===== src/rtl/mbox_pkg.sv =====
package mbox_pkg;

  typedef enum logic [1:0] {
    GRP_OUTB = 2'd0,
    GRP_INB  = 2'd1,
    GRP_STAT = 2'd2,
    GRP_SPARE = 2'd3
  } mbox_grp_e;

  typedef struct packed {
    logic wr_outb;
    logic rd_outb;
    logic rd_inb;
    logic rd_stat;
  } mbox_hit_t;

  localparam int FLG_PEND  = 0;
  localparam int FLG_AVAIL = 1;
  localparam int NUM_FLG   = 2;

endpackage


===== src/rtl/mbox_rst_sync.sv =====
module mbox_rst_sync #(
  parameter int STAGES = 2
) (
  input  logic clk,
  input  logic rst_n,
  output logic rst_sync_n
);
  logic [STAGES-1:0] shift_q;
  logic [STAGES-1:0] shift_d;

  always_comb begin
    shift_d = {shift_q[STAGES-2:0], 1'b1};
  end

  always_ff @(posedge clk or negedge rst_n) begin
    if (!rst_n) shift_q <= '0;
    else        shift_q <= shift_d;
  end

  assign rst_sync_n = shift_q[STAGES-1];
endmodule


===== src/rtl/mbox_decode.sv =====
module mbox_decode
  import mbox_pkg::*;
(
  input  logic       rd,
  input  logic       wr,
  input  logic [2:0] top_bits,
  output mbox_hit_t  hit
);
  logic      lower_half;
  mbox_grp_e grp;

  always_comb begin
    lower_half  = ~top_bits[2];
    grp         = mbox_grp_e'(top_bits[1:0]);
    hit         = '0;
    hit.wr_outb = wr & lower_half & (grp == GRP_OUTB);
    hit.rd_outb = rd & lower_half & (grp == GRP_OUTB);
    hit.rd_inb  = rd & lower_half & (grp == GRP_INB);
    hit.rd_stat = rd & lower_half & (grp == GRP_STAT);
  end
endmodule


===== src/rtl/mbox_flag.sv =====
module mbox_flag (
  input  logic clk,
  input  logic rst_n,
  input  logic set,
  input  logic clr,
  output logic q
);
  logic q_d;
  logic q_en;

  always_comb begin
    q_en = set | clr;
    q_d  = set ? 1'b1 : 1'b0;
  end

  always_ff @(posedge clk or negedge rst_n) begin
    if (!rst_n)    q <= 1'b0;
    else if (q_en) q <= q_d;
  end
endmodule


===== src/rtl/mbox_byte_reg.sv =====
module mbox_byte_reg #(
  parameter int DW = 8
) (
  input  logic          clk,
  input  logic          rst_n,
  input  logic          load,
  input  logic [DW-1:0] din,
  output logic [DW-1:0] q
);
  logic [DW-1:0] q_d;

  always_comb begin
    q_d = load ? din : q;
  end

  always_ff @(posedge clk or negedge rst_n) begin
    if (!rst_n) q <= '0;
    else        q <= q_d;
  end
endmodule


===== src/rtl/mbox_port.sv =====
module mbox_port
  import mbox_pkg::*;
#(
  parameter int DW = 8,
  parameter int AW = 8,
  parameter int SYNC_STAGES = 2
) (
  input  logic          clk,
  input  logic          rst_n,
  input  logic          sec_rd,
  input  logic          sec_wr,
  input  logic [AW-1:0] sec_addr,
  input  logic [DW-1:0] sec_wdata,
  output logic [DW-1:0] sec_rdata,
  input  logic          host_wr,
  input  logic [DW-1:0] host_wdata,
  input  logic          host_rd,
  output logic [DW-1:0] host_rdata
);
  localparam int STAT_AVAIL_BIT = DW - 1;
  localparam int STAT_PEND_BIT  = 0;
  localparam int SEL_LSB        = AW - 3;

  logic                rst_sync_n;
  mbox_hit_t           hit;
  logic [NUM_FLG-1:0]  flg_set;
  logic [NUM_FLG-1:0]  flg_clr;
  logic [NUM_FLG-1:0]  flag_q;
  logic [DW-1:0]       outb_q;
  logic [DW-1:0]       inb_q;
  logic [DW-1:0]       stat_byte;
  logic                unused_addr_bits;

  assign unused_addr_bits = ^sec_addr[SEL_LSB-1:0];

  mbox_rst_sync #(.STAGES(SYNC_STAGES)) u_rst (
    .clk        (clk),
    .rst_n      (rst_n),
    .rst_sync_n (rst_sync_n)
  );

  mbox_decode u_dec (
    .rd       (sec_rd),
    .wr       (sec_wr),
    .top_bits (sec_addr[AW-1:SEL_LSB]),
    .hit      (hit)
  );

  mbox_byte_reg #(.DW(DW)) u_outb (
    .clk   (clk),
    .rst_n (rst_sync_n),
    .load  (hit.wr_outb),
    .din   (sec_wdata),
    .q     (outb_q)
  );

  mbox_byte_reg #(.DW(DW)) u_inb (
    .clk   (clk),
    .rst_n (rst_sync_n),
    .load  (host_wr),
    .din   (host_wdata),
    .q     (inb_q)
  );

  always_comb begin
    flg_set            = '0;
    flg_clr            = '0;
    flg_set[FLG_PEND]  = hit.wr_outb;
    flg_clr[FLG_PEND]  = host_rd;
    flg_set[FLG_AVAIL] = host_wr;
    flg_clr[FLG_AVAIL] = hit.rd_inb;
  end

  for (genvar g = 0; g < NUM_FLG; g++) begin : g_flag
    mbox_flag u_flag (
      .clk   (clk),
      .rst_n (rst_sync_n),
      .set   (flg_set[g]),
      .clr   (flg_clr[g]),
      .q     (flag_q[g])
    );
  end

  always_comb begin
    stat_byte                 = '0;
    stat_byte[STAT_AVAIL_BIT] = flag_q[FLG_AVAIL];
    stat_byte[STAT_PEND_BIT]  = flag_q[FLG_PEND];
  end

  always_comb begin
    sec_rdata = '0;
    if (hit.rd_outb)      sec_rdata = outb_q;
    else if (hit.rd_inb)  sec_rdata = inb_q;
    else if (hit.rd_stat) sec_rdata = stat_byte;
  end

  assign host_rdata = outb_q;
endmodule


===== config.mk =====
export PLATFORM = sky130hd
export DESIGN_NAME = mbox_port
export DESIGN_NICKNAME = d
export VERILOG_FILES = /design/src/rtl/mbox_pkg.sv /design/src/rtl/mbox_rst_sync.sv /design/src/rtl/mbox_decode.sv /design/src/rtl/mbox_flag.sv /design/src/rtl/mbox_byte_reg.sv /design/src/rtl/mbox_port.sv
export SDC_FILE = /design/constraint.sdc
export NUM_CORES = 1
export LEC_CHECK = 0
export ABC_AREA = 1
export BUFFER_PORTS_ARGS = -buffer_cell sky130_fd_sc_hd__buf_2
export CAP_MARGIN = 20
export CORE_UTILIZATION = 44
export DETAILED_ROUTE_END_ITERATION = 6
export PLACE_DENSITY = 0.74
export SLEW_MARGIN = 0
export SYNTH_ARGS = -nofsm -noshare
export SYNTH_HDL_FRONTEND = slang
export SYNTH_SLANG_ARGS = --single-unit

===== constraint.sdc =====
create_clock -name clk -period 0.9 [get_ports clk]
set_input_delay 0.135 -clock clk [delete_from_list [all_inputs] [get_ports clk]]
set_output_delay 0.135 -clock clk [all_outputs]
set_load 0.01 [all_outputs]

Yosys cells after proc, flatten, opt, wreduce, memory -nomap -nowiden
Cells that the tools add are included.
{"block": "op_classes", "eq_ne": 2, "muxes": 5, "bitwise": 9, "n_reduce_logical": 1}
{"op": "8-bit two-way mux", "n": 3}
{"op": "1-bit AND", "n": 6}
{"op": "2-bit by 1-bit == test with 1-bit output, second input constant", "n": 1}
{"op": "2-bit == test, second input constant", "n": 1}
{"op": "2-bit zero test", "n": 1}
{"op": "1-bit two-way mux", "n": 2}
{"op": "1-bit bitwise OR", "n": 2}
{"op": "1-bit NOT", "n": 1}
{"block": "word_totals", "regBits": 20, "inputBits": 30, "out_inout_bits": 16, "word_cells": 22}

Logic depth before layout (Yosys ltp)
Gate-level depths: netlist (run 1).
{"block": "logic_depth", "word_depth": 6, "ltp_mapped": 5, "depth_no_buf": 5}

Modules after synthesis
Synthesis (run 1) repeated with hierarchy kept, for this count alone.
{"block": "hier_totals", "hier_cells": 128, "area_unflattened_um2": 975.9}
{"module": "mbox_byte_reg", "n_inst": 2, "cells_each": 34, "area_per_inst_um2": 305.3, "seq_area_each_um2": 200.2}
{"module": "mbox_port", "n_inst": 1, "cells_each": 35, "area_per_inst_um2": 181.4, "seq_area_each_um2": 0.0}
{"module": "mbox_flag", "n_inst": 2, "cells_each": 5, "area_per_inst_um2": 40.0, "seq_area_each_um2": 25.0}
{"module": "mbox_rst_sync", "n_inst": 1, "cells_each": 3, "area_per_inst_um2": 53.8, "seq_area_each_um2": 50.0}
{"module": "mbox_decode", "n_inst": 1, "cells_each": 12, "area_per_inst_um2": 50.0, "seq_area_each_um2": 0.0}

Worst setup path after synthesis (run 1)
No wires, ideal clock.
{"block": "synth_path", "path_kind": "in2out", "start": "in sec_rd", "end": "out sec_rdata[1]", "arrival_ns": 0.746, "required_time_ns": 0.765, "path_slack_ns": 0.019, "stages": 4, "path_buffers": 0, "path_cell_list": "inv_1 -> nor2_1 -> nand2_1 -> o21ai_0"}
{"block": "synth_between", "elab_chain_cells": 4, "word_cells_on_any_way": 5, "classes_between": "mux: 2; bitwise: 3"}
{"item": "from (decl)", "line": "mbox_port.sv:10", "source": "input logic sec_rd,"}
{"item": "1-bit AND (*)", "line": "mbox_decode.sv:17, mbox_decode.sv:18"}
{"item": "1-bit AND", "line": "mbox_decode.sv:18", "source": "hit.rd_inb = rd & lower_half & (grp == GRP_INB);"}
{"item": "8-bit two-way mux", "line": "mbox_port.sv:93", "source": "else if (hit.rd_inb) sec_rdata = inb_q;"}
{"item": "8-bit two-way mux (*)", "line": "mbox_port.sv:92", "source": "if (hit.rd_outb) sec_rdata = outb_q;"}
{"item": "to (decl)", "line": "mbox_port.sv:14", "source": "output logic [DW-1:0] sec_rdata,"}
Mark *: on every way between the ends. The rest lies on a longest branch, timed or not.

Worst setup path after layout (run 1)
{"block": "layout_path", "start": "reg u_outb.q[3]", "end": "out sec_rdata[3]"}
{"block": "layout_between", "elab_chain_cells": 1}
{"item": "from (decl)", "line": "mbox_byte_reg.sv:8", "source": "output logic [DW-1:0] q"}
{"item": "from (signal assigned)", "line": "mbox_byte_reg.sv:18", "source": "else q <= q_d;"}
{"item": "8-bit two-way mux", "line": "mbox_port.sv:92"}
Every way passes these cells.

==> flow_summary.ini, run 1 <==
[yosys]
avgSynthCellArea_um2 = 8.72
yosysTopAreaCellShare = 0.536
synth_seq_cells = 20
synth_area_leader_cell = dfrtp_1
synth.distinct_cells = 14
synthTopCellsByArea = dfrtp_1 54%, nand2_1 8.8%, inv_1 8.0%
syn_area_um2 = 933
yosysWarnings = 0
netlist_instances = 107
syn_nets = 137
yosysSeqAreaShare = 0.536

[global_routing]
grt.total_usage = 0.193
grt_overflow = 0
antenna_found_initial = 0
grt_pass1_wl_mm = 2.98
grt_pass1_vias = 752
grt_max_degree = 19

[critical_path]
end_kind = primary output
r2r_start = u_outb.q[7]
cp.required_ps = 760
r2r-end = u_outb.q[7]
start_kind = flip-flop
worst-path-max-fanout = 2
reg2regPathDepth = 4
arrival_ps = 1050
reg2reg_slack_ps = 0
critical_path_class = flip-flop to primary output

[placed_design]
pre_cts_slack_ps = -210
dp_hpwl_mm = 1.50
portBuffers = 40
globalplace.congestion = 0.754

[floorplanning]
die_y_um = 48.1
pin_count = 46
initial_core_util = 0.471
std_cell_rows = 16
dieArea_um2 = 2310
core-area_um2 = 1980
die_x_um = 48.1

[timing]
timing.final.crit_share = 1.32
hold_viol = 0
fin_crit_ps = 1190
hold_slack_ps = 26.3
finalWorstSetupSlack_ps = -288
fin_worst_skew_ps = 5.13
setup_viol = 17
max_freq_mhz = 842
slew_viol_final = 0
rsz0062_at_grt = true

[cts]
cts_buffer_depth = 2
clock_latency_ps = 290
clock_sinks = 20
cts_buffers = 3
cts_tree = built
cts_root_buf = clkbuf_4
clk_pin_slew_ps = 110
htreeDepth = 1

[flow_run]
max_cap_viol_count = 0

[run_status]
violations = setup timing
status = finished with violations

[routing]
drt_iter0_drc = 12
ant_nets = 0
drc = 0
drt-total-wl_mm = 2.31
wire_per_inst_um = 11.9
via_per_inst = 4.66
via_count = 909
drt_pass1_iterations = 4

[power_and_ir_drop]
p_leak_nw = 0.789
max-vdd-ir-drop_mv = 1.05
power.density_nw_per_um2 = 1560

[final_layout]
multi_input_area_um2 = 357
n_fill_cell = 156
final_common_cell = buf_2
area_delta_synth_final_pct = 53.1
nNetsFinal = 200
diodes = 0
drive_above_1_share = 0.470
seqCellArea_um2 = 500
final_cell_mix = 32 x buf_2, 20 x inv_1, 20 x nand2_1, 20 x dfrtp_1, 16 x buf_6

[hold_path]
worstHoldStart = host_rd
hold_depth = 2
holdCritPathClass = input port to flip-flop
whs_endpoint = g_flag[0].u_flag.q
[layer usage]
layer	wire length [µm]	global-route usage
met1	921	0.224
met3	105	0.0226
met4	29	0.100
met2	1260	0.346
met5	0	0
[report_power, final]
part	switching, mW	internal [mW]	leakage (nW)	total [mW]
Combinational	0.315	0.434	0.532	0.749
Sequential	0.0635	1.01	0.244	1.07
Clock	0.253	0.156	0.0138	0.409
Total	0.631	1.60	0.789	2.23
[stage by stage]
stage | instances | power [mW] | TNS, ps | util | area (µm²)
finish | 195 | 2.23 | -3260 | 0.721 | 1430
global route | 195 | 2.35 | -4010 | 0.721 | 1430
CTS | 192 | 2.17 | -3140 | 0.695 | 1380
detailed placement | 176 | 1.52 | -2880 | 0.598 | 1180
global placement | 176 | 1.50 | -2320 | 0.598 | 1180
floorplan | 107 | 1.31 | 0 | - | 933
[Yosys cell counts]
cell	n
conb_1	1
nor2_1	3
nand3_4	1
nand2_2	1
buf_6	1
o21ai_0	13
clkbuf_1	1
o21ai_2	8
nor2_4	1
nand2_1	22
dfrtp_1	20
inv_1	20
nand3_1	14
buf_2	1
[kinds of logic after synthesis]
logic type,Yosys count,synth area share
AOI/OAI and AO/OA,21,0.145
buffers and inverters,23,0.102
DFF,20,0.536
other,1,0.00402
and+or+nand+nor,42,0.213
[worst max path at each step]
stage                            from            to  cells after the start
after floorplan                sec_rd  sec_rdata[1]                      4
after global placement    sec_addr[5]   u_outb.q[2]                      5
after detailed placement  sec_addr[5]   u_outb.q[1]                      5
after CTS                 u_outb.q[4]  sec_rdata[4]                      3
after global routing      u_outb.q[3]  sec_rdata[3]                      3
final                     u_outb.q[3]  sec_rdata[3]                      3
[flip-flops by register name, indices dropped and copies added (netlist names)]
name             cells
u_inb.q              8
g_flag.u_flag.q      2
u_rst.shift_q        2
u_outb.q             8
[worst max-delay path: stages, from the launching register on]
cell and delay (ps):
dfrtp_1 410, nand3_1 100, o21ai_0 100, buf_2 150
[timing repair]
action / 4_1_cts / 5_1_grt
buffers inserted: 12 / 3
resized for setup: 17 / 7
endpoints found under the hold margin: 2 / 0
hold buffers: 1 / 0
endpoints found under the setup margin: 16 / 18
pin swaps: 8 / 3
[cell type report]
type | instances | share of cell area
flip-flops and latches | 20 | 0.350
multi-input cells | 64 | 0.250
repair buffers | 61 | 0.308
clock buffers | 3 | 0.0158
inverters | 20 | 0.0525
well taps | 27 | 0.0236
Power figures use the tool's default switching activity.
==> inputs of run 2 (changes only) <==
--- a/config.mk
+++ b/config.mk
@@ -8,9 +8,10 @@
 export ABC_AREA = 1
 export BUFFER_PORTS_ARGS = -buffer_cell sky130_fd_sc_hd__buf_2
 export CAP_MARGIN = 20
-export CORE_UTILIZATION = 44
+export CORE_UTILIZATION = 46
+export CTS_BUF_LIST = sky130_fd_sc_hd__clkbuf_4 sky130_fd_sc_hd__clkbuf_8
 export DETAILED_ROUTE_END_ITERATION = 6
-export PLACE_DENSITY = 0.74
+export PLACE_DENSITY = 0.77
 export SLEW_MARGIN = 0
 export SYNTH_ARGS = -nofsm -noshare
 export SYNTH_HDL_FRONTEND = slang
==> run 2 against run 1 <==
Flip-flop and latch count stayed put. Cell area fell by 2.3%. Register-to-register slack better by 40 ps. Critical path type unchanged. Sequential share of layout area is 0.82 points higher. Final cell count decreased by 2.6%. Hold slack improved by 25 ps. First-iteration DRC count stayed put. The flow still finishes with violations (setup timing). Clock-buffer cell count is the same.
==> flow_summary.ini, run 2 (synthesis gave the netlist of run 1 again) <==
[critical_path]
r2r_start = u_outb.q[7]
critical_path_class = flip-flop to primary output
cp.required_ps = 760
start_kind = flip-flop
end_kind = primary output
reg2regPathDepth = 4
reg2reg_slack_ps = 40
arrival_ps = 1050
r2r-end = u_outb.q[7]
worst-path-max-fanout = 2

[routing]
drt_iter0_drc = 12
wire_per_inst_um = 11.4
via_per_inst = 4.79
drc = 0
drt_pass1_iterations = 4
via_count = 911
drt-total-wl_mm = 2.16
ant_nets = 0

[cts]
cts_buffers = 3
clk_pin_slew_ps = 110
clock_sinks = 20
clock_latency_ps = 290
cts_buffer_depth = 2
cts_tree = built
htreeDepth = 1
cts_root_buf = clkbuf_4

[run_status]
status = finished with violations
violations = setup timing

[global_routing]
grt.total_usage = 0.214
grt_pass1_wl_mm = 3.25
antenna_found_initial = 0
grt_max_degree = 19
grt_pass1_vias = 814
grt_overflow = 0

[floorplanning]
initial_core_util = 0.513
pin_count = 46
die_x_um = 47.0
dieArea_um2 = 2210
die_y_um = 47.0
std_cell_rows = 15
core-area_um2 = 1820

[final_layout]
diodes = 0
nNetsFinal = 197
post-route-cell-area_um2 = 1400
drive_above_1_share = 0.467
layout.cells.non_filler = 190
reg.largest.list = u_inb.q: 8 flops, u_outb.q: 8 flops
area_delta_synth_final_pct = 49.6
final_cell_mix = 32 x buf_2, 21 x nand2_1, 20 x dfrtp_1
final_common_cell = buf_2
utilization = 0.767

[placed_design]
dp_hpwl_mm = 1.50
place_area_um2 = 1180
dp.cells = 174
portBuffers = 40
globalplace.congestion = 0.738

[timing]
setup_viol = 16
slew_viol_final = 0
rsz0062_at_grt = true
fin_crit_ps = 1180
max_freq_mhz = 845
finalWorstSetupSlack_ps = -283
timing.final.crit_share = 1.31
hold_viol = 0
fin_worst_skew_ps = 10.4

[power_and_ir_drop]
power.density_nw_per_um2 = 1550
p_leak_nw = 0.772
max-vdd-ir-drop_mv = 1.10

[hold_path]
whs_endpoint = u_inb.q[5]
worstHoldStart = host_wdata[5]
hold_depth = 3
holdCritPathClass = input port to flip-flop

[flow_run]
max_cap_viol_count = 0
-- run 2: per-stage QoR --
stage	power (mW)	setup WS (ps)	TNS (ps)	hold WS, ps
6_report	2.16	-283	-3190	51.0
5_1_grt	2.28	-310	-3740	57.6
4_1_cts	2.13	-219	-3140	5.69
3_5_place_dp	1.52	-190	-2690	-76.2
2_1_floorplan	1.31	18.6	0	-161
3_3_place_gp	1.50	-163	-2270	-80.0
-- run 2: routing by layer --
metal	routed length (µm)	track usage	up-vias
li1	-	-	451
met1	924	0.258	421
met2	1110	0.372	35
met3	106	0.0269	4
met4	26	0.114	0
met5	0	0	-
-- run 2: cell type report --
cell class	count	area (µm²)
Sequential cell	20	500
Fill cell	134	424
Timing Repair Buffer	58	410
Multi-Input combinational cell	64	357
Inverter	20	75.1
Tap cell	25	31.3
Clock buffer	3	22.5
-- run 2: worst max-delay path by stage --
| stage | end | from |
|---|---|---|
| floorplan | sec_rdata[1] | sec_rd |
| global placement | u_outb.q[1] | sec_addr[5] |
| detailed placement | u_outb.q[6] | sec_addr[5] |
| CTS | sec_rdata[1] | u_outb.q[1] |
| global route | sec_rdata[6] | u_outb.q[6] |
| finish | sec_rdata[6] | u_outb.q[6] |
-- run 2: worst max-delay path, cell delays in order (launching register included) --
cell and delay, ps:
dfrtp_1 370, nand3_1 110, o21ai_1 120, buf_2 150
-- run 2: repair_timing --
item,CTS,global route
hold buffers,1,0
endpoints found under the setup margin,16,16
resized for setup,15,11
endpoints found under the hold margin,2,0
gates cloned,0,0
pin swaps,7,5
setup buffers,11,1
-- run 2: where the power goes --
part / internal, mW / total (mW) / switching [mW]
combinational: 0.396 / 0.697 / 0.300
sequential: 1.01 / 1.07 / 0.0612
clock: 0.156 / 0.401 / 0.245
total: 1.56 / 2.16 / 0.607
